<file path="src/rtl/cal_loader_pkg.sv">
package cal_loader_pkg;

  typedef enum logic [3:0] {
    S_IDLE, S_SIG, S_BAR, S_CMD, S_OFS, S_LO, S_HI, S_REC, S_PAUSE
  } ld_state_t;

  localparam logic [15:0] SIG_A    = 16'hA55A;
  localparam logic [15:0] SIG_B    = 16'h5AA5;
  localparam logic [15:0] END_MARK = 16'hFFFF;

  localparam logic [31:0] CFG_BAR_OFS = 32'h0000_0010;
  localparam logic [31:0] CFG_CMD_OFS = 32'h0000_0004;
  localparam logic [31:0] BAR_PLAIN   = 32'h0000_FFFF;
  localparam logic [31:0] BAR_ALT     = 32'h1000_FFFF;
  localparam logic [31:0] CMD_VAL     = 32'h0000_0006;

  typedef struct packed {
    logic        cfg;
    logic [31:0] addr;
    logic [31:0] data;
  } wr_req_t;

endpackage

</file>
<file path="src/rtl/cal_hw_fetch.sv">
module cal_hw_fetch #(
  parameter int ADDR_W = 16
) (
  input  logic              clk,
  input  logic              rst_n,
  input  logic              go,
  input  logic [ADDR_W-1:0] go_addr,
  output logic              rd_req_valid_o,
  input  logic              rd_req_ready_i,
  output logic [ADDR_W-1:0] rd_req_addr_o,
  input  logic              rd_rsp_valid_i,
  output logic              rd_rsp_ready_o,
  input  logic [15:0]       rd_rsp_data_i,
  output logic              hw_valid,
  output logic [15:0]       hw_data
);
  typedef enum logic [1:0] {F_IDLE, F_REQ, F_RSP} f_state_t;
  f_state_t          fst;
  logic [ADDR_W-1:0] addr_q;

  assign rd_req_valid_o = (fst == F_REQ);
  assign rd_req_addr_o  = addr_q;
  assign rd_rsp_ready_o = (fst == F_RSP);

  always_ff @(posedge clk or negedge rst_n) begin
    if (!rst_n) begin
      fst      <= F_IDLE;
      addr_q   <= '0;
      hw_valid <= 1'b0;
      hw_data  <= '0;
    end else begin
      hw_valid <= 1'b0;
      case (fst)
        F_IDLE: if (go) begin
          addr_q <= go_addr;
          fst    <= F_REQ;
        end
        F_REQ: if (rd_req_ready_i) fst <= F_RSP;
        F_RSP: if (rd_rsp_valid_i) begin
          hw_valid <= 1'b1;
          hw_data  <= rd_rsp_data_i;
          fst      <= F_IDLE;
        end
        default: fst <= F_IDLE;
      endcase
    end
  end
endmodule

</file>
<file path="src/rtl/cal_pacer.sv">
module cal_pacer #(
  parameter int CYCLES = 100
) (
  input  logic clk,
  input  logic rst_n,
  input  logic load,
  output logic expire
);
  localparam int CW = (CYCLES < 2) ? 1 : $clog2(CYCLES + 1);
  localparam logic [CW-1:0] START_VAL = CW'(CYCLES - 1);

  logic          running;
  logic [CW-1:0] cnt;

  assign expire = running && (cnt == '0);

  always_ff @(posedge clk or negedge rst_n) begin
    if (!rst_n) begin
      running <= 1'b0;
      cnt     <= '0;
    end else if (load) begin
      running <= 1'b1;
      cnt     <= START_VAL;
    end else if (running) begin
      if (cnt == '0) running <= 1'b0;
      else           cnt     <= cnt - 1'b1;
    end
  end
endmodule

</file>
<file path="src/rtl/cal_wr_port.sv">
module cal_wr_port
  import cal_loader_pkg::*;
(
  input  logic        clk,
  input  logic        rst_n,
  input  logic        load,
  input  wr_req_t     req,
  output logic        ack,
  output logic        wr_valid_o,
  input  logic        wr_ready_i,
  output logic        wr_cfg_o,
  output logic [31:0] wr_addr_o,
  output logic [31:0] wr_data_o
);
  wr_req_t hold_q;

  assign ack       = wr_valid_o && wr_ready_i;
  assign wr_cfg_o  = hold_q.cfg;
  assign wr_addr_o = hold_q.addr;
  assign wr_data_o = hold_q.data;

  always_ff @(posedge clk or negedge rst_n) begin
    if (!rst_n) begin
      wr_valid_o <= 1'b0;
      hold_q     <= '0;
    end else if (load) begin
      wr_valid_o <= 1'b1;
      hold_q     <= req;
    end else if (ack) begin
      wr_valid_o <= 1'b0;
    end
  end
endmodule

</file>
<file path="src/rtl/cal_loader.sv">
module cal_loader
  import cal_loader_pkg::*;
#(
  parameter int          ADDR_W      = 16,
  parameter int          REC_BASE    = 64,
  parameter int          MAX_RECORDS = 256,
  parameter int          CLK_FREQ_HZ = 200_000_000,
  parameter int          PAUSE_US    = 100,
  parameter logic [31:0] BASE_ADDR   = 32'h1000_0000,
  localparam int         CNT_W       = $clog2(MAX_RECORDS + 1)
) (
  input  logic              clk,
  input  logic              rst_n,
  input  logic              start_i,
  input  logic              variant_i,
  output logic              rd_req_valid_o,
  input  logic              rd_req_ready_i,
  output logic [ADDR_W-1:0] rd_req_addr_o,
  input  logic              rd_rsp_valid_i,
  output logic              rd_rsp_ready_o,
  input  logic [15:0]       rd_rsp_data_i,
  output logic              wr_valid_o,
  input  logic              wr_ready_i,
  output logic              wr_cfg_o,
  output logic [31:0]       wr_addr_o,
  output logic [31:0]       wr_data_o,
  output logic              busy_o,
  output logic              done_o,
  output logic              not_cal_o,
  output logic              overflow_o,
  output logic [CNT_W-1:0]  wr_count_o
);
  localparam int PAUSE_RAW = (CLK_FREQ_HZ / 1_000_000) * PAUSE_US;
  localparam int PAUSE_CYC = (PAUSE_RAW < 1) ? 1 : PAUSE_RAW;
  localparam logic [ADDR_W-1:0] REC_BASE_A = ADDR_W'(REC_BASE);
  localparam logic [CNT_W-1:0]  MAX_C      = CNT_W'(MAX_RECORDS);

  ld_state_t         state;
  logic [ADDR_W-1:0] ptr;
  logic [15:0]       ofs_q, lo_q;
  logic              variant_q;

  logic              f_go, hw_valid;
  logic [ADDR_W-1:0] f_addr;
  logic [15:0]       hw_data;
  logic              w_load, w_ack, p_load, p_expire;
  wr_req_t           w_req;

  logic sig_ok, is_end, at_max;
  assign sig_ok = (hw_data == SIG_A) || (hw_data == SIG_B);
  assign is_end = (hw_data == END_MARK);
  assign at_max = (wr_count_o == MAX_C);
  assign busy_o = (state != S_IDLE);

  cal_hw_fetch #(.ADDR_W(ADDR_W)) u_fetch (
    .clk(clk), .rst_n(rst_n), .go(f_go), .go_addr(f_addr),
    .rd_req_valid_o(rd_req_valid_o), .rd_req_ready_i(rd_req_ready_i),
    .rd_req_addr_o(rd_req_addr_o), .rd_rsp_valid_i(rd_rsp_valid_i),
    .rd_rsp_ready_o(rd_rsp_ready_o), .rd_rsp_data_i(rd_rsp_data_i),
    .hw_valid(hw_valid), .hw_data(hw_data)
  );

  cal_pacer #(.CYCLES(PAUSE_CYC)) u_pacer (
    .clk(clk), .rst_n(rst_n), .load(p_load), .expire(p_expire)
  );

  cal_wr_port u_wr (
    .clk(clk), .rst_n(rst_n), .load(w_load), .req(w_req), .ack(w_ack),
    .wr_valid_o(wr_valid_o), .wr_ready_i(wr_ready_i), .wr_cfg_o(wr_cfg_o),
    .wr_addr_o(wr_addr_o), .wr_data_o(wr_data_o)
  );

  // Launch logic for reads, writes and the pause timer
  always_comb begin
    f_go   = 1'b0;
    f_addr = ptr;
    w_load = 1'b0;
    w_req  = '0;
    p_load = 1'b0;
    case (state)
      S_IDLE: if (start_i) begin
        f_go   = 1'b1;
        f_addr = '0;
      end
      S_SIG: if (hw_valid && sig_ok) begin
        w_load     = 1'b1;
        w_req.cfg  = 1'b1;
        w_req.addr = CFG_BAR_OFS;
        w_req.data = variant_q ? BAR_ALT : BAR_PLAIN;
      end
      S_BAR: if (w_ack) begin
        w_load     = 1'b1;
        w_req.cfg  = 1'b1;
        w_req.addr = CFG_CMD_OFS;
        w_req.data = CMD_VAL;
      end
      S_CMD: if (w_ack) begin
        f_go   = 1'b1;
        f_addr = REC_BASE_A;
      end
      S_OFS: if (hw_valid && !is_end && !at_max) begin
        f_go   = 1'b1;
        f_addr = ptr + ADDR_W'(1);
      end
      S_LO: if (hw_valid) begin
        f_go   = 1'b1;
        f_addr = ptr + ADDR_W'(2);
      end
      S_HI: if (hw_valid) begin
        w_load     = 1'b1;
        w_req.cfg  = 1'b0;
        w_req.addr = BASE_ADDR + {16'h0000, ofs_q};
        w_req.data = {hw_data, lo_q};
      end
      S_REC:   if (w_ack) p_load = 1'b1;
      S_PAUSE: if (p_expire) begin
        f_go   = 1'b1;
        f_addr = ptr;
      end
      default: ;
    endcase
  end

  always_ff @(posedge clk or negedge rst_n) begin
    if (!rst_n) begin
      state      <= S_IDLE;
      ptr        <= '0;
      ofs_q      <= '0;
      lo_q       <= '0;
      variant_q  <= 1'b0;
      done_o     <= 1'b0;
      not_cal_o  <= 1'b0;
      overflow_o <= 1'b0;
      wr_count_o <= '0;
    end else begin
      done_o <= 1'b0;
      case (state)
        S_IDLE: if (start_i) begin
          variant_q  <= variant_i;
          not_cal_o  <= 1'b0;
          overflow_o <= 1'b0;
          wr_count_o <= '0;
          state      <= S_SIG;
        end
        S_SIG: if (hw_valid) begin
          if (sig_ok) state <= S_BAR;
          else begin
            not_cal_o <= 1'b1;
            done_o    <= 1'b1;
            state     <= S_IDLE;
          end
        end
        S_BAR: if (w_ack) state <= S_CMD;
        S_CMD: if (w_ack) begin
          ptr   <= REC_BASE_A;
          state <= S_OFS;
        end
        S_OFS: if (hw_valid) begin
          if (is_end) begin
            done_o <= 1'b1;
            state  <= S_IDLE;
          end else if (at_max) begin
            overflow_o <= 1'b1;
            done_o     <= 1'b1;
            state      <= S_IDLE;
          end else begin
            ofs_q <= hw_data;
            state <= S_LO;
          end
        end
        S_LO: if (hw_valid) begin
          lo_q  <= hw_data;
          state <= S_HI;
        end
        S_HI: if (hw_valid) state <= S_REC;
        S_REC: if (w_ack) begin
          wr_count_o <= wr_count_o + 1'b1;
          ptr        <= ptr + ADDR_W'(3);
          state      <= S_PAUSE;
        end
        S_PAUSE: if (p_expire) state <= S_OFS;
        default: state <= S_IDLE;
      endcase
    end
  end
endmodule

</file>
<file path="config.mk">
export PLATFORM = sky130hd
export DESIGN_NAME = cal_loader
export DESIGN_NICKNAME = d
export VERILOG_FILES = /design/src/rtl/cal_loader_pkg.sv /design/src/rtl/cal_hw_fetch.sv /design/src/rtl/cal_pacer.sv /design/src/rtl/cal_wr_port.sv /design/src/rtl/cal_loader.sv
export SDC_FILE = /design/constraint.sdc
export NUM_CORES = 1
export LEC_CHECK = 0
export BUFFER_PORTS_ARGS = -buffer_cell sky130_fd_sc_hd__buf_2
export CAP_MARGIN = 20
export CORE_MARGIN = 8
export CORE_UTILIZATION = 55
export DETAILED_ROUTE_END_ITERATION = 7
export GPL_TIMING_DRIVEN = 1
export PLACE_DENSITY = 0.77
export SLEW_MARGIN = 5
export SYNTH_ARGS = -nofsm -noshare
export SYNTH_HDL_FRONTEND = slang
export SYNTH_SLANG_ARGS = --single-unit
</file>
<file path="constraint.sdc">
create_clock -name clk -period 3.1 [get_ports clk]
set_input_delay 0.31 -clock clk [delete_from_list [all_inputs] [get_ports clk]]
set_output_delay 0.31 -clock clk [all_outputs]
set_load 0.03 [all_outputs]
</file>
==> results.toml <==
[status]
status = "finished, final reports clean"

[synth]
synthesis.instances = 778
mappedNetlistArea_sq_um = 8183
postSynth.topFlopCell = "dfrtp_1"
synth.yosys.warnings = 0
synth-async-reset-ratio_pct = 100.0
synth_cell_type_count = 76
yosysSeqAreaShare_pct = 51.07
ys_seq_elements = 167
synth_edf_count = 0
synth_area_per_cell_sq_um = 10.52

[floorplan]
fp.dieArea_sq_um = 19040
die_w_microns = 138.0
std_cell_rows = 44
ioPinCount = 120
vertical_die_dimension_microns = 138.0
initial_utilization_pct = 56.30
core-area_sq_um = 14530

[critical_path]
arrival_ns = 3.02
critical_path.cell_chain = "or4_4 > or2_1 > nor4b_4 > nand4_4 > nand2_4 > mux2_2"
worstPathRequired_ns = 3.41
critPathCaptureType = "flop"
cp_slowest_stage_delay_ns = 0.55
worst-path-max-fanout = 16
critical_path_class = "reg2reg"
ff2ff_path_depth = 6
critical-path-slowest-cell = "or4_4"
reg_to_reg_startpoint = "u_pacer.cnt[3]"
reg2reg_to = "u_fetch.rd_req_addr_o[6]"
critPathLaunchType = "flop"
setup_slack_of_the_most_critical_reg_to_reg_path_ns = 0.39

[clocking]
worstSkewPairLatency_ns = 0.43
tritoncts = "yes"
max-clock-path-buffers = 2
clockRootBuffer = "clkbuf_16"
cts_buffers = 17
cts.reportedPaths.clkPinSlew_ns = 0.07
clock_sink_count = 167
cts_h_tree_lvls = 4

[cells_and_area]
design.final.nets = 912
layout.cells.most_common_list = "dfrtp_1, buf_2, nand2_1, nor2_1, mux2_2"
synthesis_to_finish_area_growth_pct = 15.46
utilization_pct = 65.01
final_cell_count_no_fill = 1077
final_common_cell = "dfrtp_1"
n_antenna_cell = 0
design_area_sq_um = 9448
post_route_cells_drive_above_1_share_pct = 25.87

[grt]
grt_antenna_before_repair = 0
tot_gr_track_use_pct = 23.22
remaining_global_route_overflow = 0
pin_count_of_the_biggest_net_entering_global_routing = 85
grt_pass1_wl_microns = 34500
grt_pass1_vias = 6486

[timing]
fin_crit_sh_pct = 87.48
worst_slew_pin_slew_ns = 0.7892
unrepaired_setup_endpoints_after_global_routing = "no"
skew_ns = 0.009383
finalCriticalPeriod_ns = 2.712
finalHoldViolations = 0
finalSetupTns_ns = 0
achievable-frequency_ghz = 0.3687
setup_viol = 0
maxSlewHeadroom_pct = 47.39
final_max_slew_viols = 0

[placed_design]
final_weighted_congestion_of_routability_driven_global_placement = 0.9206
placed_cells_incl_taps = 1045
port_buffer_count = 104
postPlaceCellArea_sq_um = 8887
hpwl_microns = 15050

[pwr]
cellLeakagePower_nw = 4.509
max-vdd-ir-drop_v = 0.0004995
p_per_area_nw_per_um2 = 759.8

[worst_hold_path]
hp-class = "in2reg"
worst_hold_startpoint = "variant_i"
min_to = "variant_q"
holdPathStages = 3

[detailed_routing]
post_drt_via_cell_ratio = 6.156
drt_first_iter_violations = 724
route.vias.total = 6630
count_of_unresolved_drc_violations_after_routing = 0
postRouteAntennaNets = 0
drt_pass1_iterations = 5
routedWlPerCell_microns = 20.11
routed_wl_microns = 21660

[run]
maxCapViolCount = 0
per-layer routing:
layer,vias to the layer above,track usage (%),wire length [microns]
met3,56,5.688,1800
met1,3249,30.64,9027
li1,3016,-,-
met5,-,0,0
met2,309,35.25,10130
met4,0,11.16,705
power by group:
group,internal [mW],switching [mW]
clock network,1.11,0.892
logic,0.775,1.25
registers,2.64,0.509
registers in the layout (all words and copies together) (netlist names):
name / flops
lo_q: 16
u_pacer.cnt: 15
done_o: 1
ofs_q: 16
not_cal_o: 1
ptr: 16
u_wr.wr_valid_o: 1
variant_q: 1
u_pacer.running: 1
state: 4
u_fetch.rd_req_addr_o: 16
u_fetch.fst: 2
u_wr.wr_addr_o: 17
u_fetch.hw_valid: 1
wr_count_o: 9
overflow_o: 1
u_wr.wr_data_o: 32
u_wr.wr_cfg_o: 1
u_fetch.hw_data: 16
worst max-delay path by stage:
stage / slack (ns) / from / cells after the start / to
after floorplan: 0.51 / wr_count_o[0] / 9 / u_fetch.rd_req_addr_o[10]
after global placement: 0.48 / u_pacer.cnt[5] / 6 / u_fetch.rd_req_addr_o[4]
after detailed placement: 0.42 / u_pacer.cnt[3] / 6 / u_fetch.rd_req_addr_o[6]
after CTS: 0.39 / u_pacer.cnt[3] / 6 / u_fetch.rd_req_addr_o[6]
after global routing: 0.29 / u_pacer.cnt[3] / 6 / u_fetch.rd_req_addr_o[6]
final: 0.39 / u_pacer.cnt[3] / 6 / u_fetch.rd_req_addr_o[6]
area by class of cell:
cell class | instances | area, sq um
tap | 184 | 230.2
clock buffer | 19 | 432.9
timing repair buffer | 132 | 764.5
sequential | 167 | 4179
multi-input combinational | 543 | 3649
fill | 1164 | 5086
clock inverter | 12 | 117.6
inverter | 20 | 75.07
cells in the mapped netlist (all sizes together), types with 13 or more instances:
cell type  number  area, sq um
o21ai          33        165.2
nor2           46        175.2
nand2         103        394.1
nor3           18        90.09
a22o           32        281.5
buf            31        227.7
a21oi          27        138.9
dfrtp         167         4179
nand4          21        146.4
nand3          25        125.1
inv            20        75.07
xnor2          13        113.9
a221o          16        160.2
or4            14        111.4
clkbuf         31        116.4
mux2           47        555.5
logic make-up after synthesis:
| family | synth area share (%) |
|---|---|
| buffers and inverters | 5.122 |
| and+or+nand+nor | 17.98 |
| AOI/OAI and AO/OA | 14.77 |
| adders and majority gates | 1.223 |
| other | 0.04583 |
| xor gates and xnor gates | 2.141 |
| DFF | 51.07 |
| muxes | 7.645 |
worst max-delay path: cells and delay by family (launching register included):
kind	cells	cell delay, ns
flip-flops	1	0.41
multiplexers	1	0.38
AND/OR/NAND/NOR	5	1.80
repair_timing:
item                                   CTS  global route
endpoints found under the hold margin   81             0
hold buffers                             1             0
gates resized for setup                  0             0
setup buffers                            0             0
per-stage QoR:
step	worst slack, ns	hold WS [ns]	power, mW
2_1_floorplan	0.5123	0.01441	4.491
3_3_place_gp	0.4810	0.4129	5.122
4_1_cts	0.3861	0.07216	7.195
6_report	0.3880	0.08032	7.178
3_5_place_dp	0.4214	0.4184	5.170
5_1_grt	0.2873	0.07666	7.530
Power figures use the tool's default switching activity.
